==> src/rtl/eirq_pkg.sv <==
package eirq_pkg;
  localparam int unsigned SRC_COUNT = 6;
  localparam int unsigned BUS_WIDTH = 8;

  typedef enum logic [0:0] {
    SEL_ENABLE = 1'b0,
    SEL_STATUS = 1'b1
  } reg_sel_e;
endpackage

==> src/rtl/eirq_sync_edge.sv <==
module eirq_sync_edge #(
  parameter int unsigned WIDTH  = 6,
  parameter int unsigned STAGES = 2
) (
  input  logic             clk,
  input  logic             rst,
  input  logic [WIDTH-1:0] async_i,
  output logic [WIDTH-1:0] rise_o
);
  localparam int unsigned DEPTH = STAGES + 1;

  for (genvar g = 0; g < WIDTH; g++) begin : g_lane
    logic [DEPTH-1:0] pipe_q;

    always_ff @(posedge clk) begin
      if (rst) begin
        pipe_q <= '0;
      end else begin
        pipe_q <= {pipe_q[DEPTH-2:0], async_i[g]};
      end
    end

    // synchronized level versus its previous sample
    assign rise_o[g] = pipe_q[STAGES-1] & ~pipe_q[STAGES];
  end
endmodule

==> src/rtl/eirq_latch.sv <==
module eirq_latch #(
  parameter int unsigned WIDTH = 6
) (
  input  logic             clk,
  input  logic             rst,
  input  logic             en_wr_i,
  input  logic [WIDTH-1:0] en_wdata_i,
  input  logic [WIDTH-1:0] rise_i,
  output logic [WIDTH-1:0] en_o,
  output logic [WIDTH-1:0] st_o
);
  logic [WIDTH-1:0] en_q;
  logic [WIDTH-1:0] st_q;
  logic [WIDTH-1:0] en_d;
  logic [WIDTH-1:0] st_d;

  always_comb begin
    en_d = en_wr_i ? en_wdata_i : en_q;
    // an edge counts only if the source was enabled in that cycle;
    // a cleared enable wipes the sticky bit in the same edge
    st_d = (st_q | (rise_i & en_q)) & en_d;
  end

  always_ff @(posedge clk) begin
    if (rst) begin
      en_q <= '0;
      st_q <= '0;
    end else begin
      en_q <= en_d;
      st_q <= st_d;
    end
  end

  assign en_o = en_q;
  assign st_o = st_q;
endmodule

==> src/rtl/eirq_request.sv <==
module eirq_request #(
  parameter int unsigned WIDTH = 6
) (
  input  logic             clk,
  input  logic             rst,
  input  logic [WIDTH-1:0] st_i,
  output logic             irq_o
);
  logic any_set;
  logic any_set_prev_q;
  logic irq_q;

  assign any_set = |st_i;

  always_ff @(posedge clk) begin
    if (rst) begin
      any_set_prev_q <= 1'b0;
      irq_q          <= 1'b0;
    end else begin
      any_set_prev_q <= any_set;
      if (!any_set) begin
        irq_q <= 1'b0;
      end else if (!any_set_prev_q) begin
        irq_q <= 1'b1;
      end
    end
  end

  assign irq_o = irq_q;
endmodule

==> src/rtl/eirq_readport.sv <==
module eirq_readport #(
  parameter int unsigned WIDTH  = 6,
  parameter int unsigned DATA_W = 8
) (
  input  logic              clk,
  input  logic              rst,
  input  logic              sel_i,
  input  logic [WIDTH-1:0]  en_i,
  input  logic [WIDTH-1:0]  st_i,
  output logic [DATA_W-1:0] rdata_o
);
  import eirq_pkg::*;

  localparam int unsigned PAD = DATA_W - WIDTH;

  logic [WIDTH-1:0]  pick;
  logic [DATA_W-1:0] rdata_q;

  always_comb begin
    unique case (reg_sel_e'(sel_i))
      SEL_STATUS: pick = st_i;
      default:    pick = en_i;
    endcase
  end

  always_ff @(posedge clk) begin
    if (rst) begin
      rdata_q <= '0;
    end else begin
      rdata_q <= {{PAD{1'b0}}, pick};
    end
  end

  assign rdata_o = rdata_q;
endmodule

==> src/rtl/edge_irq_ctrl.sv <==
module edge_irq_ctrl #(
  parameter int unsigned NUM_SRC     = eirq_pkg::SRC_COUNT,
  parameter int unsigned DATA_W      = eirq_pkg::BUS_WIDTH,
  parameter int unsigned SYNC_STAGES = 2
) (
  input  logic               clk,
  input  logic               rst,
  input  logic [NUM_SRC-1:0] src_in,
  input  logic               reg_addr,
  input  logic               reg_wr,
  input  logic [DATA_W-1:0]  reg_wdata,
  output logic [DATA_W-1:0]  reg_rdata,
  output logic [NUM_SRC-1:0] din_bank,
  output logic               irq
);
  import eirq_pkg::*;

  logic [NUM_SRC-1:0] rise;
  logic [NUM_SRC-1:0] en_q;
  logic [NUM_SRC-1:0] st_q;
  logic               en_wr;
  logic               wdata_unused;

  assign en_wr        = reg_wr && (reg_sel_e'(reg_addr) == SEL_ENABLE);
  assign wdata_unused = ^reg_wdata[DATA_W-1:NUM_SRC];

  eirq_sync_edge #(.WIDTH(NUM_SRC), .STAGES(SYNC_STAGES)) u_sync (
    .clk     (clk),
    .rst     (rst),
    .async_i (src_in),
    .rise_o  (rise)
  );

  eirq_latch #(.WIDTH(NUM_SRC)) u_latch (
    .clk        (clk),
    .rst        (rst),
    .en_wr_i    (en_wr),
    .en_wdata_i (reg_wdata[NUM_SRC-1:0]),
    .rise_i     (rise),
    .en_o       (en_q),
    .st_o       (st_q)
  );

  eirq_request #(.WIDTH(NUM_SRC)) u_req (
    .clk   (clk),
    .rst   (rst),
    .st_i  (st_q),
    .irq_o (irq)
  );

  eirq_readport #(.WIDTH(NUM_SRC), .DATA_W(DATA_W)) u_rd (
    .clk     (clk),
    .rst     (rst),
    .sel_i   (reg_addr),
    .en_i    (en_q),
    .st_i    (st_q),
    .rdata_o (reg_rdata)
  );

  assign din_bank = st_q;
endmodule

==> config.mk <==
export PLATFORM = sky130hd
export DESIGN_NAME = edge_irq_ctrl
export DESIGN_NICKNAME = d
export VERILOG_FILES = /design/src/rtl/eirq_pkg.sv /design/src/rtl/eirq_sync_edge.sv /design/src/rtl/eirq_latch.sv /design/src/rtl/eirq_request.sv /design/src/rtl/eirq_readport.sv /design/src/rtl/edge_irq_ctrl.sv
export SDC_FILE = /design/constraint.sdc
export NUM_CORES = 1
export LEC_CHECK = 0
export BUFFER_PORTS_ARGS = -buffer_cell sky130_fd_sc_hd__buf_2
export CORE_MARGIN = 1.5
export CORE_UTILIZATION = 53
export CTS_BUF_LIST = sky130_fd_sc_hd__clkbuf_8 sky130_fd_sc_hd__clkbuf_16
export DETAILED_ROUTE_END_ITERATION = 8
export GPL_TIMING_DRIVEN = 0
export PLACE_DENSITY = 0.79
export SLEW_MARGIN = 20
export SYNTH_ARGS = -nofsm -noshare
export SYNTH_HDL_FRONTEND = slang
export SYNTH_SLANG_ARGS = --single-unit
==> constraint.sdc <==
create_clock -name clk -period 2.5 [get_ports clk]
set_input_delay 0.5 -clock clk [delete_from_list [all_inputs] [get_ports clk]]
set_output_delay 0.5 -clock clk [all_outputs]
set_load 0.005 [all_outputs]
# After elaboration in Yosys (flattened, before gate mapping)
# Cells that the tools add are included.
dict set report op_classes {
  add_sub_neg 0
  mul 0
  div_mod_pow 0
  n_lt_le_gt_ge 0
  n_eq_ne 0
  n_shift 0
  muxes 2
  n_bitwise 17
  n_reduce_logical 3
}
# op count
set op_table {}
lappend op_table {{AND 6 bit} 2}
lappend op_table {{2-to-1 mux 6 bit} 2}
lappend op_table {{NOT 1 bit} 8}
lappend op_table {{AND 1 bit} 6}
lappend op_table {{OR 6 bit} 1}
lappend op_table {{OR reduction 6 bit} 1}
lappend op_table {{OR reduction 2 bit} 1}
lappend op_table {{logical AND 1 bit} 1}
dict set report totals {
  reg_bits 40
  latch_bits 0
  ram_bits 0
  rom_bits 0
  out_inout_bits 15
  wordCells 34
  n_memories 0
}

# Logic depth before layout (Yosys ltp)
# Gate-level depths: netlist of the first run.
dict set report logic_depth {
  word_depth 5
  ltp_mapped 4
  mapped_depth_nobuf 3
}

# By module
# A second synthesis of the first run with hierarchy kept.
dict set report unflattened {
  cells_unflattened 124
  hier_area_um2 1373.8
}
# mod n_inst cells_per_inst area_per_inst_um2
set by_module_without_submodules {}
lappend by_module_without_submodules {eirq_latch 1 51 526.8}
lappend by_module_without_submodules {eirq_sync_edge 1 43 526.8}
lappend by_module_without_submodules {eirq_readport 1 22 232.7}
lappend by_module_without_submodules {eirq_request 1 7 73.8}
lappend by_module_without_submodules {edge_irq_ctrl 1 1 13.8}

# Worst setup path before layout of the first run
# Ideal clock, no wire load.
dict set report synth_timing {
  path_type {input to register}
  from {input port reg_addr}
  to {register u_latch.st_q[0], in the netlist u_latch.st_o[0]}
  setup_ns 0.086
  arrival_ns 1.124
  setup_slack_ns 1.291
  path_stages 4
  n_path_buf 1
  cell_sequence {buf_4 -> nand2b_1 -> nand2_1 -> a211oi_1}
}
dict set report synth_between {
  elab_chain_cells 4
}
# element line_no
set synth_lines {}
lappend synth_lines {{start, declared} edge_irq_ctrl.sv:9} ;# input logic reg_addr,
lappend synth_lines {{NOT 1 bit} edge_irq_ctrl.sv:24} ;# assign en_wr = reg_wr && (reg_sel_e'(reg_addr) == SEL_ENABLE);
lappend synth_lines {{logical AND 1 bit} edge_irq_ctrl.sv:24}
lappend synth_lines {{2-to-1 mux 6 bit} eirq_latch.sv:18} ;# en_d = en_wr_i ? en_wdata_i : en_q;
lappend synth_lines {{AND 6 bit} eirq_latch.sv:21} ;# st_d = (st_q | (rise_i & en_q)) & en_d;
lappend synth_lines {{end signal, assigned} eirq_latch.sv:30} ;# st_q <= st_d;
lappend synth_lines {{end, declared} eirq_latch.sv:13} ;# logic [WIDTH-1:0] st_q;
# Every way passes these cells.
# A chain may end at the register's enable or synchronous reset.

# Worst setup path after layout of the first run
dict set report layout_timing {
  from {register u_latch.st_q[3], in the netlist u_latch.st_o[3]}
  to {output port din_bank[3]}
}
# element line_no
set layout_rtl {}
lappend layout_rtl {{end, declared} edge_irq_ctrl.sv:13} ;# output logic [NUM_SRC-1:0] din_bank,
# No word-level cell between the ends.

==> results.toml, run 1 <==
[outcome]
status = "finished clean"

[clocking]
cts_resized = 0
cts_tree = "built"
cts_max_level = 2
clock-sinks = 38
clockRootBuffer = "clkbuf_8"
postCtsSetupBuffers = 0
cts_buffers = 5
clk_latency_ns = 0.28
ctsHoldBuffers = 0
path_clk_slew_ns = 0.08
clockBufferDepth = 2

[floorplanning]
die_area_mm2 = 0.002621
dieHeight_um = 51.20
core_area_mm2 = 0.002212
io_pins = 33
num_rows = 17
initial_core_util_pct = 55.66
die_width_um = 51.20

[setup_path]
r2r-end = "u_req.irq_o"
worst-path-buf-inv = 1
start_kind = "flip-flop"
worstPathArrival_ns = 0.82
slowest_delay_ns = 0.40
cp.required_ns = 2.00
worst-path-max-fanout = 4
critical_path_class = "flip-flop to output pin"
cp_cell_sequence = "buf_2"
reg2reg_depth = 3
path_delay_family = "flip-flops"
r2r-start = "u_latch.st_o[2]"
crit_path_top_delay_cell = "dfxtp_1"
cp-end-kind = "output pin"
reg2reg_setup_slack_ns = 1.30

[routing]
avgViaCountPerCell = 4.989
drc = 0
drt.antenna.violating_nets = 0
drt-wirelength-per-cell_um = 12.02
num_vias = 908
routed_wl_um = 2188
drt_iter0_markers = 11
firstDrtPassIters = 4

[worst_hold_path]
whs_path_depth = 2
hold_start = "src_in[5]"
hp-class = "input port to flip-flop"
holdPathEnd = "u_sync.g_lane[5].pipe_q[0]"

[grt]
overflow = 0
grt_pass1_wl_um = 3601
grt_max_degree = 13
antenna_found_initial = 0
grt_pass1_vias = 840
grt_usage_pct = 19.95

[timing]
rsz0062_at_grt = "false"
worst_slack_ns = 1.176
period_needed_ns = 1.324
finalSetupViolCount = 0
hold_viol_final = 0
setup_tns_ns = 0
fmax_ghz = 0.7552
slew_violations = 0
clock-skew-final_ns = 0.007428
post-route-period-util_pct = 52.97

[yosys]
yosys_warnings = 0
ys_seq_area_share_pct = 61.79
synth_top_flop_cell = "dfxtp_1"
syn_area_mm2 = 0.001231
syn_inst = 119
synth_edf_count = 0
synth.avg_cell_area_um2 = 10.35
ys_types = 18
synth-seq-cells = 38
synthArstFlopShare_pct = 0

[final_layout]
post-route-util_pct = 69.74
num-nets-final = 171
syn2layout_area_growth_pct = 25.30
drive_gt1_share_pct = 27.27
antenna_cells = 0
nFillCells = 186
final_cell_count_no_fill = 182

[power_and_ir_drop]
peakVddDrop_mv = 0.5609
p_switching_w = 0.0002408
internal_power_w = 0.001075
power_frac_comb_pct = 4.3
power.density_mw_per_mm2 = 853.2
p_leak_nw = 0.6719
sw_frac_of_total_pct = 18.30
clockPowerShare_pct = 47.8
p_seq_share_pct = 47.9

[placed_design]
io_buffers = 26
place_congestion = 0.7234
place_hpwl_um = 1540
numPlacedInstances = 174
post-place-ws_ns = 1.093

[job]
maxCapViolCount = 0
## cells in the mapped netlist (2+ instances only)
master    count  area share, %
buf_2         2           0.81
buf_4         3            1.8
clkbuf_1      2           0.61
a211oi_1      6            3.7
nand2_1      12            3.7
inv_1         6            1.8
nor2b_1      19            9.7
mux2i_1       6            4.9
nor2_1        7            2.1
a31oi_1       6            3.0
dfxtp_1      38             62
a21oi_1       6            2.4
## per-layer routing
layer	global-route usage, %	vias up	wire length (um)
met5	0	-	0
met4	9.459	0	24
met3	9.649	4	134
met2	34.42	34	1114
met1	19.96	418	915
li1	-	452	-
## kinds of logic (layout without fill, tap and decap cells)
logic type | Yosys count | in the layout | synth area share, %
compound gates | 18 | 18 | 9.147
flops | 38 | 38 | 61.79
mux | 6 | 6 | 4.878
buf+inv | 13 | 47 | 5.081
other cells | 1 | 2 | 0.3046
simple gates | 43 | 43 | 18.80
## registers in the layout, indices dropped and copies added (netlist names)
signal and cells:
u_latch.en_o 6, u_req.irq_o 1, u_latch.st_o 6, u_sync.g_lane.pipe_q 18, u_rd.rdata_o 6, u_req.any_set_prev_q 1
## per-stage QoR
step	power (W)	cell area (um2)	hold slack [ns]
3_3_place_gp	0.0006981	1400	0.4170
4_1_cts	0.001324	1543	0.4192
3_5_place_dp	0.0007012	1400	0.4262
5_1_grt	0.001362	1543	0.4281
2_1_floorplan	0.0006790	1235	0.4138
6_report	0.001316	1543	0.4243
## layout by cell type (no fill, tap or decap), drive strengths merged
cell type,Yosys,final
a211oi,6,6
a21oi,6,6
a31oi,6,6
buf,5,31
bufinv,0,2
clkbuf,2,8
conb,1,2
dfxtp,38,38
inv,6,6
mux2i,6,6
nand2,12,12
nand2b,1,1
nor2,7,7
nor2b,20,20
nor3,2,2
or4,1,1
## area by class of cell
| type | count | area [um2] | area share [%] |
|---|---|---|---|
| Timing Repair Buffer | 26 | 130.1 | 8.435 |
| Sequential cell | 38 | 760.7 | 49.31 |
| Multi-Input combinational cell | 69 | 411.6 | 26.68 |
| Buffer | 7 | 40.04 | 2.595 |
| Clock buffer | 6 | 82.58 | 5.353 |
| Inverter | 6 | 22.52 | 1.460 |
| Clock inverter | 2 | 60.06 | 3.893 |
| Tap cell | 28 | 35.03 | 2.271 |
## power by group through the flow
stage / combinational [W] / clock (W) / sequential [W]
after global routing: 0.0000641 / 0.000666 / 0.000632
after CTS: 0.0000577 / 0.000636 / 0.000630
final: 0.0000570 / 0.000629 / 0.000630
after floorplan: 0.0000368 / 0 / 0.000642
after detailed placement: 0.0000571 / 0 / 0.000644
after global placement: 0.0000549 / 0 / 0.000643
## how the worst max path moves through the flow
stage | start | to | slack (ns) | cells after the start
2_1_floorplan | reg_addr | u_latch.st_o[0] | 1.29 | 4
5_1_grt | u_latch.st_o[3] | din_bank[3] | 1.14 | 1
3_5_place_dp | reg_addr | u_latch.st_o[1] | 1.09 | 4
6_report | u_latch.st_o[3] | din_bank[3] | 1.18 | 1
3_3_place_gp | reg_addr | u_latch.st_o[0] | 1.13 | 4
4_1_cts | u_latch.st_o[4] | din_bank[4] | 1.18 | 1
Note: power is estimated with default switching activity, not from simulation.
==> inputs of run 2 (changes only) <==
- CORE_UTILIZATION: 53 -> 45
- PLACE_DENSITY: 0.79 -> 0.72
- clock period: 2.5 -> 1.1 ns (I/O delays scaled with it)
==> results.toml, run 2 (synthesis results as in run 1) <==
[outcome]
status = "finished with violations"
violations = "setup timing"

[placed_design]
post-place-ws_ns = -0.07484
io_buffers = 26
place_congestion = 0.7448
place_hpwl_um = 1475

[routing]
drt_iter0_markers = 12
drc = 0
num_vias = 883
drt.antenna.violating_nets = 0
wl_met1_um = 971
routed_wl_um = 2138
wl_met3_um = 125
firstDrtPassIters = 4
drt-wirelength-per-cell_um = 11.56
dr_wl_met2_um = 1024
highest-signal-layer = "met4"
avgViaCountPerCell = 4.773

[final_layout]
multi_input_area_um2 = 417.9
nFillCells = 245
regMostFlops = "u_sync.g_lane.pipe_q"
syn2layout_area_growth_pct = 22.15
drive_gt1_share_pct = 28.39
largest_reg_flops = 18
layout_commonest_cell = "dfxtp_1"
register_area_um2 = 764.5
num-nets-final = 173
antenna_cells = 0
final_cell_mix = "dfxtp_1 (35), buf_2 (28), nor2b_1 (19), nand2_1 (12), inv_1 (8)"

[floorplanning]
dieHeight_um = 55.31
io_pins = 33
initial_core_util_pct = 48.81
die_area_mm2 = 0.003059
core_area_mm2 = 0.002522
num_rows = 18
die_width_um = 55.31

[power_and_ir_drop]
p_leak_nw = 0.6638
internal_power_w = 0.001895
sw_frac_of_total_pct = 20.90
peakVddDrop_mv = 1.191
clockPowerShare_pct = 34.8
power_frac_comb_pct = 5.4
power.density_mw_per_mm2 = 1593
p_switching_w = 0.0005007
p_seq_share_pct = 59.8

[timing]
clock-skew-final_ns = 0.004711
finalSetupViolCount = 2
post-route-period-util_pct = 108.2
slew_violations = 0
worst_slack_ns = -0.09068
period_needed_ns = 1.191
hold_viol_final = 0
finalHoldWorstSlack_ns = 0.1497
fmax_ghz = 0.8399
rsz0062_at_grt = "true"

[clocking]
clockBufferDepth = 2
clockRootBuffer = "clkbuf_8"
cts_max_level = 2
path_clk_slew_ns = 0.07
clock-sinks = 38
clk_latency_ns = 0.28
cts_tree = "built"
cts_buffers = 5

[setup_path]
slowest_delay_ns = 0.53
endpoint = "u_req.irq_o"
cp_cell_sequence = "or4_4 > nor3_4 > nor3_1"
cp-end-kind = "flip-flop"
crit_path_top_delay_cell = "or4_4"
worstPathArrival_ns = 1.36
cp.required_ns = 1.26
r2r-end = "u_req.irq_o"
cp-startpoint = "u_latch.st_o[1]"
reg2reg_setup_slack_ns = -0.09
critical_path_class = "flip-flop to flip-flop"
worst-path-max-fanout = 4
reg2reg_depth = 3
r2r-start = "u_latch.st_o[1]"
start_kind = "flip-flop"

[job]
maxCapViolCount = 0

[grt]
grt_pass1_vias = 847
grt_max_degree = 11
overflow = 0
grt_usage_pct = 15.53
grt_pass1_wl_um = 3622
antenna_found_initial = 0

[worst_hold_path]
hp-class = "input port to flip-flop"
==> run 2: cell types whose count changed in the layout (fill, tap and decap cells not counted), moves of 2 or more <==
cell       delta
buf_4         +2
bufinv_16     -2
dfxtp_1       -3
inv_1         +2
dfxtp_2       +3
==> run 2: worst min-delay path by stage <==
stage                                     from                          to  slack (ns)  cells after the start
floorplan                            src_in[0]  u_sync.g_lane[0].pipe_q[0]        0.35                      1
global placement    u_sync.g_lane[4].pipe_q[0]  u_sync.g_lane[4].pipe_q[1]        0.42                      1
detailed placement  u_sync.g_lane[0].pipe_q[0]  u_sync.g_lane[0].pipe_q[1]        0.42                      1
CTS                                  src_in[5]  u_sync.g_lane[5].pipe_q[0]        0.15                      2
global route                         src_in[2]  u_sync.g_lane[2].pipe_q[0]        0.15                      2
finish                               src_in[5]  u_sync.g_lane[5].pipe_q[0]        0.15                      2
==> run 2: timing repair <==
| item | in CTS | in global routing |
|---|---|---|
| setup endpoints to repair | 2 | 4 |
| setup buffers | 1 | 1 |
| resized for setup | 2 | 1 |
| hold buffers | 0 | 0 |
==> run 2: critical path: cells and delay by family (launching register included) <==
family	cells	cell delay, ns
DFF	1	0.34
and+or+nand+nor	3	0.74
==> run 2: power groups by stage <==
| stage | sequential, W | combinational [W] | clock (W) |
|---|---|---|---|
| global placement | 0.00146 | 0.000124 | 0 |
| finish | 0.00143 | 0.000129 | 0.000834 |
| floorplan | 0.00146 | 0.0000836 | 0 |
| global route | 0.00144 | 0.000144 | 0.000943 |
| detailed placement | 0.00146 | 0.000129 | 0 |
| CTS | 0.00143 | 0.000130 | 0.000858 |
==> run 2: per-stage QoR <==
stage          TNS [ns]  cell area, um2  utilization [%]  std cells  power (W)
5_1_grt         -0.2924            1504            59.62        185   0.002523
6_report        -0.1774            1504            59.62        185   0.002396
4_1_cts         -0.1775            1495            59.28        184   0.002421
2_1_floorplan  -0.06342            1236                -        120   0.001543
3_3_place_gp    -0.1411            1404            55.65        176   0.001586
3_5_place_dp    -0.1881            1404            55.65        176   0.001593
==> run 2: layout make-up <==
type	count	area share, %
inverters	6	1.498
repair buffers	28	9.651
clock buffers	5	4.576
well taps	30	2.496
plain buffers	7	2.662
multi-input cells	69	27.79
flip-flops and latches	38	50.83
clock inverters	2	0.4992
==> run 2: layer usage <==
layer	up-vias	global-route usage, %
li1	459	-
met1	393	17.16
met2	27	26.19
met3	4	7.260
met4	0	5.226
met5	-	0
==> inputs of run 3 (changes only) <==
- CORE_MARGIN: 1.5 -> 2
- SETUP_SLACK_MARGIN: default -> 0.15
==> results.toml, run 3 (synthesis results as in run 1) <==
[outcome]
status = "finished with violations"
violations = "setup timing"

[grt]
grt_pass1_vias = 805
overflow = 0
antenna_found_initial = 0
grt_usage_pct = 15.24
grt_pass1_wl_um = 3553
grt_max_degree = 11

[setup_path]
cp-end-kind = "flip-flop"
critical_path_class = "flip-flop to flip-flop"
cp.required_ns = 1.28
worstPathArrival_ns = 1.34
worst-path-max-fanout = 2
start_kind = "flip-flop"

[final_layout]
register_area_um2 = 770.7
regMostFlops = "u_sync.g_lane.pipe_q"
multi_input_area_um2 = 417.9
final_cell_mix = "dfxtp_1 (32), buf_2 (26), nor2b_1 (19), nand2_1 (12), inv_1 (8)"
syn2layout_area_growth_pct = 24.90
largest_reg_flops = 18
num-nets-final = 175
antenna_cells = 0
layout_commonest_cell = "dfxtp_1"
nFillCells = 221
drive_gt1_share_pct = 31.21

[placed_design]
io_buffers = 26
place_hpwl_um = 1467
place_congestion = 0.7280

[routing]
drt_iter0_markers = 13
drt.antenna.violating_nets = 0
num_vias = 892
firstDrtPassIters = 4
drt-wirelength-per-cell_um = 10.95
avgViaCountPerCell = 4.770
drc = 0
routed_wl_um = 2048

[timing]
finalSetupViolCount = 2
hold_viol_final = 0
worst_slack_ns = -0.06687
setup_tns_ns = -0.1324
post-route-period-util_pct = 106.1
slew_violations = 0
finalHoldWorstSlack_ns = 0.1417
period_needed_ns = 1.167
clock-skew-final_ns = 0.004661
rsz0062_at_grt = "true"
fmax_ghz = 0.8570

[clocking]
clock-sinks = 38
clockBufferDepth = 2
path_clk_slew_ns = 0.07
clockRootBuffer = "clkbuf_8"
ctsHoldBuffers = 0
cts_tree = "built"
cts_buffers = 5
clk_latency_ns = 0.28
cts_max_level = 2

[power_and_ir_drop]
p_seq_share_pct = 59.5
internal_power_w = 0.001893
clockPowerShare_pct = 35.1
p_total_w = 0.002401
p_leak_nw = 0.6769
p_switching_w = 0.0005082
power_frac_comb_pct = 5.3
power.density_mw_per_mm2 = 1561
sw_frac_of_total_pct = 21.17
peakVddDrop_mv = 1.170

[floorplanning]
core_area_mm2 = 0.002545
initial_core_util_pct = 48.38
io_pins = 33
dieHeight_um = 56.31
num_rows = 18
die_width_um = 56.31
die_area_mm2 = 0.003170

[worst_hold_path]
hp-class = "input port to flip-flop"

[job]
maxCapViolCount = 0
## run 3: cell types whose count changed in the layout (fill, tap and decap cells not counted), sizes merged
| cell | delta |
|---|---|
| buf | +2 |
## run 3: path summary, 6_finish.rpt
path / cells after the start / from / slack (ns) / end
worst max-delay path: 3 / u_latch.st_o[2] / -0.07 / u_req.any_set_prev_q
worst min-delay path: 2 / src_in[2] / 0.14 / u_sync.g_lane[2].pipe_q[0]
worst max register to register: 3 / u_latch.st_o[2] / -0.07 / u_req.any_set_prev_q
worst min register to register: 1 / u_sync.g_lane[2].pipe_q[0] / 0.44 / u_sync.g_lane[2].pipe_q[1]
## run 3: layout make-up
cell class / count / share of cell area, %
Multi-Input combinational cell: 69 / 27.18
Sequential cell: 38 / 50.12
Clock buffer: 5 / 4.475
Tap cell: 30 / 2.441
Buffer: 7 / 2.604
Inverter: 6 / 1.465
Timing Repair Buffer: 30 / 11.23
Clock inverter: 2 / 0.4882
## run 3: through the flow
step                      utilization [%]  instance area, um2  instances  worst slack, ns
after floorplan                         -                1236        120         -0.03657
after global placement              55.16                1404        176         -0.07142
after detailed placement            55.16                1404        176         -0.09004
after CTS                           60.13                1530        186         -0.07512
after global routing                60.42                1538        187         -0.09201
final                               60.42                1538        187         -0.06687
## run 3: timing repair
item / CTS / global route
gates resized for setup: 9 / 0
pin swaps: 1 / 0
setup buffers: 3 / 1
setup endpoints to repair: 8 / 9
## run 3: power groups by stage
stage                     sequential (W)  clock (W)  combinational, W
after CTS                        0.00143   0.000867          0.000131
final                            0.00143   0.000843          0.000128
after global routing             0.00143   0.000926          0.000147
after floorplan                  0.00146          0         0.0000836
after detailed placement         0.00146          0          0.000130
after global placement           0.00146          0          0.000125
## run 3: worst max-delay path: stages (launching register included)
cell     delay, ns
dfxtp_2       0.32
or4_4         0.54
nor3_4        0.13
nor2_1        0.06
## run 3: metal layers
metal	GRT usage, %	share of wire [%]	up-vias
met1	17.15	44	395
met2	24.03	47	29
met3	8.295	8.4	4
li1	-	-	464
met4	6.122	0.63	0
met5	0	0	-
